===== config.mk =====
export PLATFORM = sky130hd
export DESIGN_NAME = step_capture_unit
export DESIGN_NICKNAME = d
export VERILOG_FILES = /design/src/rtl/dcap_pkg.sv /design/src/rtl/dcap_channel.sv /design/src/rtl/dcap_serializer.sv /design/src/rtl/step_capture_unit.sv
export SDC_FILE = /design/constraint.sdc
export NUM_CORES = 1
export LEC_CHECK = 0
export BUFFER_PORTS_ARGS = -buffer_cell sky130_fd_sc_hd__buf_2
export CORE_MARGIN = 2
export CORE_UTILIZATION = 39
export CTS_BUF_LIST = sky130_fd_sc_hd__clkbuf_4
export DETAILED_ROUTE_END_ITERATION = 10
export PLACE_DENSITY_LB_ADDON = 0.12
export SYNTH_ARGS = -nofsm -noshare
export SYNTH_HDL_FRONTEND = slang
export SYNTH_HIERARCHICAL = 1
export SYNTH_SLANG_ARGS = --single-unit

===== constraint.sdc =====
create_clock -name clk -period 5.4 [get_ports clk]
set_input_delay 1.62 -clock clk [delete_from_list [all_inputs] [get_ports clk]]
set_output_delay 1.62 -clock clk [all_outputs]
set_load 0.01 [all_outputs]

===== src/rtl/dcap_pkg.sv =====
package dcap_pkg;
    localparam int WORD_W    = 24;
    localparam int STEP_W    = 9;
    localparam int SEL_W     = 2;
    localparam int NUM_CH    = 4;
    localparam int ADDR_W    = 9;
    localparam int BASE_ADDR = 261;

    typedef enum logic [SEL_W-1:0] {
        SRC_MULT_OUT  = 2'd0,
        SRC_DB_OUT    = 2'd1,
        SRC_MULT_DIN  = 2'd2,
        SRC_MULT_COEF = 2'd3
    } src_e;

    typedef enum logic [1:0] {
        SER_IDLE  = 2'd0,
        SER_SHIFT = 2'd1,
        SER_PAD   = 2'd2
    } ser_state_e;
endpackage


===== src/rtl/dcap_channel.sv =====
module dcap_channel
    import dcap_pkg::*;
#(
    parameter int CH_WORD_W = WORD_W,
    parameter int CH_STEP_W = STEP_W,
    parameter int CH_ADDR_W = ADDR_W,
    parameter int MY_ADDR   = BASE_ADDR
) (
    input  logic                         clk,
    input  logic                         rst_n,
    input  logic                         wr_en,
    input  logic [CH_ADDR_W-1:0]         wr_addr,
    input  logic [CH_STEP_W+SEL_W-1:0]   wr_data,
    input  logic                         step_en,
    input  logic [CH_STEP_W-1:0]         pc,
    input  logic [CH_WORD_W-1:0]         node_mult_out,
    input  logic [CH_WORD_W-1:0]         node_db_out,
    input  logic [CH_WORD_W-1:0]         node_mult_din,
    input  logic [CH_WORD_W-1:0]         node_mult_coef,
    output logic [CH_WORD_W-1:0]         cap_word
);
    localparam logic [CH_ADDR_W-1:0] SETUP_ADDR = CH_ADDR_W'(MY_ADDR);

    logic [CH_STEP_W-1:0] step_q;
    src_e                 sel_q;
    logic [CH_WORD_W-1:0] node_pick;
    logic                 hit;

    always_ff @(posedge clk) begin
        if (!rst_n) begin
            step_q <= '0;
            sel_q  <= SRC_MULT_OUT;
        end else if (wr_en && wr_addr == SETUP_ADDR) begin
            step_q <= wr_data[CH_STEP_W-1:0];
            sel_q  <= src_e'(wr_data[CH_STEP_W+SEL_W-1:CH_STEP_W]);
        end
    end

    always_comb begin
        unique case (sel_q)
            SRC_MULT_OUT:  node_pick = node_mult_out;
            SRC_DB_OUT:    node_pick = node_db_out;
            SRC_MULT_DIN:  node_pick = node_mult_din;
            SRC_MULT_COEF: node_pick = node_mult_coef;
            default:       node_pick = '0;
        endcase
    end

    assign hit = step_en && (pc == step_q);

    always_ff @(posedge clk) begin
        if (!rst_n)   cap_word <= '0;
        else if (hit) cap_word <= node_pick;
    end

    assert_capture_R3: assert property (@(posedge clk) disable iff (!rst_n)
        hit |=> cap_word == $past(node_pick));
    assert_hold_R4: assert property (@(posedge clk) disable iff (!rst_n)
        !hit |=> $stable(cap_word));
endmodule


===== src/rtl/dcap_serializer.sv =====
module dcap_serializer
    import dcap_pkg::*;
#(
    parameter int SER_WORD_W = WORD_W
) (
    input  logic                  clk,
    input  logic                  rst_n,
    input  logic                  bclk,
    input  logic                  lrclk,
    input  logic [SER_WORD_W-1:0] word_left,
    input  logic [SER_WORD_W-1:0] word_right,
    output logic                  sdout
);
    localparam int CNT_W = $clog2(SER_WORD_W + 1);
    localparam logic [CNT_W-1:0] LAST_BIT = CNT_W'(SER_WORD_W - 1);

    ser_state_e            state_q, state_d;
    logic                  bclk_d;
    logic                  lr_seen;
    logic                  bclk_fall;
    logic                  frame_edge;
    logic [SER_WORD_W-1:0] shreg;
    logic [CNT_W-1:0]      bitcnt;

    assign bclk_fall  = bclk_d && !bclk;
    assign frame_edge = bclk_fall && (lrclk != lr_seen);

    always_ff @(posedge clk) begin
        if (!rst_n) begin
            bclk_d  <= 1'b1;
            lr_seen <= 1'b1;
        end else begin
            bclk_d <= bclk;
            if (bclk_fall) lr_seen <= lrclk;
        end
    end

    always_comb begin
        state_d = state_q;
        unique case (state_q)
            SER_IDLE:  if (frame_edge) state_d = SER_SHIFT;
            SER_SHIFT: begin
                if (frame_edge)                           state_d = SER_SHIFT;
                else if (bclk_fall && bitcnt == LAST_BIT) state_d = SER_PAD;
            end
            SER_PAD:   if (frame_edge) state_d = SER_SHIFT;
            default:   state_d = SER_IDLE;
        endcase
    end

    always_ff @(posedge clk) begin
        if (!rst_n) state_q <= SER_IDLE;
        else        state_q <= state_d;
    end

    always_ff @(posedge clk) begin
        if (!rst_n) begin
            shreg  <= '0;
            bitcnt <= '0;
            sdout  <= 1'b0;
        end else if (frame_edge) begin
            shreg  <= lrclk ? word_right : word_left;
            bitcnt <= '0;
            sdout  <= 1'b0;
        end else if (bclk_fall && state_q == SER_SHIFT) begin
            sdout  <= shreg[SER_WORD_W-1];
            shreg  <= shreg << 1;
            bitcnt <= bitcnt + 1'b1;
        end else if (bclk_fall) begin
            sdout  <= 1'b0;
        end
    end

    assert_frame_start_R7: assert property (@(posedge clk) disable iff (!rst_n)
        frame_edge |=> (state_q == SER_SHIFT) && (sdout == 1'b0));
    assert_pad_quiet_R8: assert property (@(posedge clk) disable iff (!rst_n)
        (bclk_fall && !frame_edge && state_q != SER_SHIFT) |=> sdout == 1'b0);
    assert_bitcnt_R8: assert property (@(posedge clk) disable iff (!rst_n)
        state_q == SER_SHIFT |-> bitcnt <= LAST_BIT);
endmodule


===== src/rtl/step_capture_unit.sv =====
module step_capture_unit
    import dcap_pkg::*;
#(
    parameter int P_WORD_W = WORD_W,
    parameter int P_STEP_W = STEP_W,
    parameter int P_ADDR_W = ADDR_W,
    parameter int P_BASE   = BASE_ADDR
) (
    input  logic                        clk,
    input  logic                        rst_n,
    input  logic                        host_wr_en,
    input  logic [P_ADDR_W-1:0]         host_wr_addr,
    input  logic [P_STEP_W+SEL_W-1:0]   host_wdata,
    input  logic                        host_rd_en,
    input  logic [P_ADDR_W-1:0]         host_rd_addr,
    output logic [P_WORD_W-1:0]         host_rd_data,
    input  logic                        step_en,
    input  logic [P_STEP_W-1:0]         pc,
    input  logic [P_WORD_W-1:0]         node_mult_out,
    input  logic [P_WORD_W-1:0]         node_db_out,
    input  logic [P_WORD_W-1:0]         node_mult_din,
    input  logic [P_WORD_W-1:0]         node_mult_coef,
    input  logic                        bclk,
    input  logic                        lrclk,
    output logic                        cap_sdout
);
    localparam logic [P_ADDR_W-1:0] RD_ADDR0 = P_ADDR_W'(P_BASE);
    localparam logic [P_ADDR_W-1:0] RD_ADDR1 = P_ADDR_W'(P_BASE + 1);

    logic [P_WORD_W-1:0] cap_word [NUM_CH];

    for (genvar i = 0; i < NUM_CH; i++) begin : g_ch
        dcap_channel #(
            .CH_WORD_W (P_WORD_W),
            .CH_STEP_W (P_STEP_W),
            .CH_ADDR_W (P_ADDR_W),
            .MY_ADDR   (P_BASE + i)
        ) i_channel (
            .clk            (clk),
            .rst_n          (rst_n),
            .wr_en          (host_wr_en),
            .wr_addr        (host_wr_addr),
            .wr_data        (host_wdata),
            .step_en        (step_en),
            .pc             (pc),
            .node_mult_out  (node_mult_out),
            .node_db_out    (node_db_out),
            .node_mult_din  (node_mult_din),
            .node_mult_coef (node_mult_coef),
            .cap_word       (cap_word[i])
        );
    end

    always_ff @(posedge clk) begin
        if (!rst_n) begin
            host_rd_data <= '0;
        end else if (host_rd_en) begin
            if (host_rd_addr == RD_ADDR0)      host_rd_data <= cap_word[0];
            else if (host_rd_addr == RD_ADDR1) host_rd_data <= cap_word[1];
            else                               host_rd_data <= '0;
        end
    end

    dcap_serializer #(.SER_WORD_W(P_WORD_W)) i_ser (
        .clk        (clk),
        .rst_n      (rst_n),
        .bclk       (bclk),
        .lrclk      (lrclk),
        .word_left  (cap_word[2]),
        .word_right (cap_word[3]),
        .sdout      (cap_sdout)
    );

    assert_rd_other_R6: assert property (@(posedge clk) disable iff (!rst_n)
        (host_rd_en && host_rd_addr != RD_ADDR0 && host_rd_addr != RD_ADDR1)
        |=> host_rd_data == '0);
    assert_rd_hold_R6: assert property (@(posedge clk) disable iff (!rst_n)
        !host_rd_en |=> $stable(host_rd_data));
endmodule


Word-level counts from Yosys, hierarchy flattened

Cells that the tools add are included.

Add/subtract/negate cells: 1
Bitwise operators: 1
Reductions and logical operators: 23
Mux-type cells: 15
Equal/unequal tests: 28

Operator list:

| operator                                               | number |
|---|---|
| case mux 24 bit (4 select lines)                       | 4 |
| two-way mux 24 bit                                     | 5 |
| == test 9 bit (second input constant)                  | 6 |
| == test 9 bit                                          | 4 |
| == test 2 bit (second input constant)                  | 9 |
| logical AND 1 bit                                      | 12 |
| == test 2 x 1 -> 1 bit (second input constant)         | 5 |
| logical NOT 2 bit                                      | 5 |
| two-way mux 2 bit                                      | 3 |
| adder 5 x 1 -> 5 bit (second input constant)           | 1 |
| == test 5 bit (second input constant)                  | 1 |
| case mux 2 bit (2 select lines)                        | 1 |
| nonzero test 2 bit                                     | 2 |
| OR reduction 2 bit                                     | 2 |
| inequality test 3 x 1 -> 1 bit (second input constant) | 1 |
| two-way mux 1 bit                                      | 2 |
| inequality test 2 x 1 -> 1 bit (second input constant) | 1 |
| AND reduction 2 bit                                    | 1 |
| logical NOT 1 bit                                      | 1 |
| inequality test 1 bit                                  | 1 |
| inverter 1 bit                                         | 1 |

Output and inout port bits: 25
Register bits after elaboration: 198
Input port bits: 141

Depth between registers and ports, before layout

Word-level depth: 6
Gate-level depth with buffers: 6
Mapped depth without buffers: 5

Cells and area by module

The synthesis kept the hierarchy.

Modules (own cells, without submodules):

| module                                | sequential area each (µm²) | instances | area each (µm²) | cells each |
|---|---|---|---|---|
| dcap_channel at g_ch[0].i_channel ... | 700.7                      | 2         | 2232.1          | 197 |
| dcap_channel at g_ch[3].i_channel     | 700.7                      | 1         | 2223.4          | 197 |
| dcap_channel at g_ch[2].i_channel     | 700.7                      | 1         | 2144.6          | 198 |
| dcap_serializer                       | 680.7                      | 1         | 1823.0          | 185 |
| step_capture_unit                     | 480.5                      | 1         | 1255.0          | 117 |

Worst setup path after synthesis

No wires, ideal clock.

Path type: input to register
Start point: input port host_wr_addr[5]
End point: register g_ch[2].i_channel.sel_q[0]
Stages on the path: 5
Library setup time: 0.126 ns
Path slack: 2.501 ns
Buffers on the path: 1
Arrival: 2.773 ns
Path through: or4_4 > nor3_2 > buf_6 > mux2i_1 > nor2_1

Longest elaborated chain between the ends: 2

Ends and longest elaborated chain:

| what                   | line                    | source |
|---|---|---|
| start: declaration     | step_capture_unit.sv:12 | `input logic [P_ADDR_W-1:0] host_wr_addr,` |
| == test 9 bit          | dcap_channel.sv:33      | `end else if (wr_en && wr_addr == SETUP_ADDR) begin` |
| logical AND 1 bit      | dcap_channel.sv:33      |  |
| end signal: assignment | dcap_channel.sv:35      | `sel_q <= src_e'(wr_data[CH_STEP_W+SEL_W-1:CH_STEP_W]);` |
| end: declaration       | dcap_channel.sv:25      | `src_e sel_q;` |

No other way between the ends.
A chain may end at the register's enable or synchronous reset.

Worst setup path after layout

Start point: input port host_wr_addr[5]
End point: register g_ch[2].i_channel.step_q[1]

Longest elaborated chain between the ends: 2

Ends and longest elaborated chain:

| what                   | line               | source |
|---|---|---|
| == test 9 bit          | dcap_channel.sv:33 |  |
| logical AND 1 bit      | dcap_channel.sv:33 |  |
| end signal: assignment | dcap_channel.sv:34 | `step_q <= wr_data[CH_STEP_W-1:0];` |
| end: declaration       | dcap_channel.sv:24 | `logic [CH_STEP_W-1:0] step_q;` |

No other way between the ends.

==> results by group <==
Run status
  – Outcome: completed

Worst setup path
  – Worst R2R Path Depth: 4
  – Crit Path Max Fanout: 11
  – CP delay by family, top: simple AND/OR/NAND/NOR gates
  – Startpoint types: primary input
  – End of the critical path: g_ch[2].i_channel/step_q[1]$_SDFFE_PN0P_
  – Buf/Inv on CP: 1
  – CP required: 5.93 ns
  – Worst Setup End Kind: flip-flop
  – Crit-path cells: buf_2, or4_4, nor3_2, mux2i_1, nor2_1
  – FF-to-FF End: g_ch[3].i_channel/cap_word[12]$_SDFFE_PN0P_
  – Crit path DAT: 3.53 ns
  – Flop-to-flop setup slack: 3.19 ns
  – Crit path launch: host_wr_addr[5]
  – Cell count along the critical path: 5
  – CP max stage cell: nor3_2
  – WS Path Type: primary input to flip-flop
  – Worst r2r src: g_ch[3].i_channel/step_q[4]$_SDFFE_PN0P_
  – Slowest stage delay, CP: between 0.9 and 1 ns

Global route
  – GRT Total Usage: 24.6%
  – Largest net degree at the start of global routing: 36
  – Number of global-route vias before repair: 9604
  – GRT Residual Overflow: 0
  – Antenna violations before repair: 4
  – Global-route wire length before repair: between 50000 and 60000 um

Floorplan
  – Chip height: 179 um
  – Die area: 32000 um2
  – Area of the core: 29900 um2
  – Site Rows: 63
  – IO Count: 166
  – Die Width: between 150 and 200 um
  – Initial Utilization: about 40%

Synth
  – Yosys warning count: 6
  – Post-Synth Adder-Cell Area: less than 1%
  – Register area share after synthesis: 33.3%
  – Post-synthesis mux area share: 22.2%
  – Synthesized flop and latch total: 198
  – Mapped cell area: 11900 um2
  – Syn nets: 1233
  – Synth top area share: 33.3%
  – Main area contributors after synthesis: dfxtp_1 (33%), mux4_2 (16%), o31ai_1 (6.3%), nand4_1 (5.4%), a21oi_1 (4.2%)
  – Simple-gate share of the synthesized area: around 13%
  – Leading area contributor after synthesis: dfxtp_1
  – Ys flop type: dfxtp_1
  – Netlist cell types: 52
  – FFs w/ async S/R, synth: 0%
  – Synthesized instance count: 1091
  – Average cell area after synthesis: 10.9 um2
  – EDFF count, synth: 0
  – Main combinational cell family by area after synthesis: multiplexers
  – XOR/XNOR Fraction of Synth Area: under 10%
  – Synth Area in Compound Gates: about a fifth

Clocking
  – TritonCTS clock tree: built
  – Clock-pin slew on the worst setup and hold paths: ~0.16 ns
  – Maximum root-to-sink buffer count: 2
  – Cts bufs inserted: 17
  – Post_cts resized: 0
  – Htree depth: 4
  – Clock latency on the worst-skew pair: between 0.6 and 0.7 ns
  – Root Buffer Master: clkbuf_4
  – Number of clock sinks: a little under 200
  – # hold bufs at CTS: 0
  – Post-CTS Setup Inserts: 0

Route
  – First-pass detailed-route iteration total: 5
  – Vias per cell: 6.33
  – Antenna viol nets, final: 0
  – Initial DRC Count: 1008
  – DRT Wirelength: 39100 um
  – Residual DRC count: 0
  – Vias: ~9900
  – Post-DR wirelength/cell: between 20 and 25 um

Run
  – Maxcap violations: 0

Placement
  – PortBufs: 165
  – Gp weighted congestion: ~0.84
  – Placed inst area: roughly 12000 um2
  – Dpl hpwl: 26000 um
  – Dpl ws: 1.72 ns

Layout
  – Most frequent cells in the layout: dfxtp_1 (193), buf_2 (165), nand4_1 (103), o31ai_1 (100), a21oi_1 (100)
  – Final Cell Area: approximately 13000 um2
  – Area Growth Syn to Fin: 6.36%
  – Fin nets: 1302
  – Share of cells above drive strength 1: 32.4%
  – Commonest non-fill, non-tap cell in the layout: dfxtp_1
  – Fill count: 2939
  – Fin util: between 40% and 50%

Timing
  – Slew Limit Fails: 0
  – Clock skew: 0.0326 ns
  – Setup slack after layout: 2.39 ns
  – Fmax: 0.333 GHz
  – Final TNS setup: 0 ns
  – Slew @ Worst Pin: 1.19 ns
  – Final Cycle Share: 55.7%
  – RSZ-0062 raised after global routing: no
  – Final setup violation count: 0
  – Final Hold Viols: 0
  – Min Tclk post-route: 3.01 ns
  – Slew Limit Headroom: 20.6%
  – Hold_ws: 0.467 ns

Power and ir drop
  – Max IR drop VDD: ~0.16 mV
  – Pwr dens: 210 nW/um2
  – Leak: 0.00411 uW

Hold path
  – Worst min path class: flip-flop to flip-flop
[through the flow]
step                      total power, uW  instances
final                                2660       1568
after global routing                 2770       1564
after CTS                            2680       1563
after detailed placement             1830       1531
after global placement               1830       1531
after floorplan                      1690       1091
[worst reg2reg max path, stage by stage (launching register included)]
cell and delay [ns]:
dfxtp_1 0.36, xnor2_1 0.24, and4_1 1.01, nand4_1 0.32, a21oi_1 0.22
[registers in the layout, indices dropped and copies added (netlist names)]
signal / flops
i_ser/bitcnt: 5
g_ch.i_channel/step_q: 36
i_ser/sdout: 1
i_ser/shreg: 24
g_ch.i_channel/cap_word: 96
host_rd_data: 24
i_ser/bclk_d: 1
i_ser/lr_seen: 1
g_ch.i_channel/sel_q: 8
i_ser/state_q: 2
[area by class of cell]
class	count	area, um2	share of cell area (%)
diodes	5	12.5	0.0988
clock buffers	17	128	1.01
well taps	390	488	3.85
clock inverters	15	164	1.29
inverters	5	18.8	0.148
multi-input cells	757	6940	54.8
repair buffers	181	946	7.47
flip-flops and latches	198	3970	31.3
[cells by family after synthesis]
group                      Yosys count
muxes                              141
and+or+nand+nor                    258
buffers and inverters              136
xor gates and xnor gates            41
AOI/OAI and AO/OA                  316
DFF                                198
adders and majority gates            1
[synth_stat cells (2+ instances only)]
cell            count
nor2_1             51
mux4_2             87
nand3b_1           24
buf_4              13
nor3_2              2
a22oi_2            20
dlymetal6s2s_1      9
a21oi_1           100
nor4_1              3
nand2_1            36
clkinv_1            4
buf_12              2
a22o_1             23
a21oi_2            20
and4_1              8
xor2_1              3
xnor2_1            37
o31ai_1           100
dfxtp_1           198
nand3_1             2
nand2b_1            2
nor2b_1             6
mux2i_1            45
buf_2              46
clkbuf_1           23
nand4_1           103
o31ai_2            20
buf_8               6
buf_6              24
clkbuf_4            3
nand4_2             6
and2_1              4
dlygate4sd1_1       3
o21ai_0             2
nor4bb_1            2
a22oi_1            29
mux4_1              9
nand4b_1            2
[report_power, final]
part | switching [uW] | leakage (uW) | internal, uW
clock network | 571 | 0.000149 | 284
registers | 2.95 | 0.00160 | 1460
logic | 225 | 0.00237 | 116
total | 799 | 0.00411 | 1860
[how the worst min path moves through the flow]
stage                                                           from                                    endpoint  slack (ns)  cells past startpoint
after floorplan                          i_ser/shreg[1]$_SDFFE_PN0P_                 i_ser/shreg[1]$_SDFFE_PN0P_        0.43                      2
after global placement                   i_ser/shreg[1]$_SDFFE_PN0P_                 i_ser/shreg[1]$_SDFFE_PN0P_        0.44                      2
after detailed placement                 i_ser/shreg[1]$_SDFFE_PN0P_                 i_ser/shreg[1]$_SDFFE_PN0P_        0.45                      2
after CTS                                i_ser/shreg[1]$_SDFFE_PN0P_                 i_ser/shreg[1]$_SDFFE_PN0P_        0.47                      2
after global routing      g_ch[2].i_channel/cap_word[1]$_SDFFE_PN0P_  g_ch[2].i_channel/cap_word[1]$_SDFFE_PN0P_        0.49                      2
final                                    i_ser/shreg[1]$_SDFFE_PN0P_                 i_ser/shreg[1]$_SDFFE_PN0P_        0.47                      2
[metal layers]
layer / up-vias / global-route usage (%) / part of all wire [%]
li1: 4474 / - / -
met2: 434 / 38.5 / 46
met3: 23 / 4.24 / 7.8
met1: 5002 / 35.4 / 45
met5: - / 0 / 0
met4: 0 / 5.83 / 0.98
No activity file was read; power rests on OpenSTA's default activity.
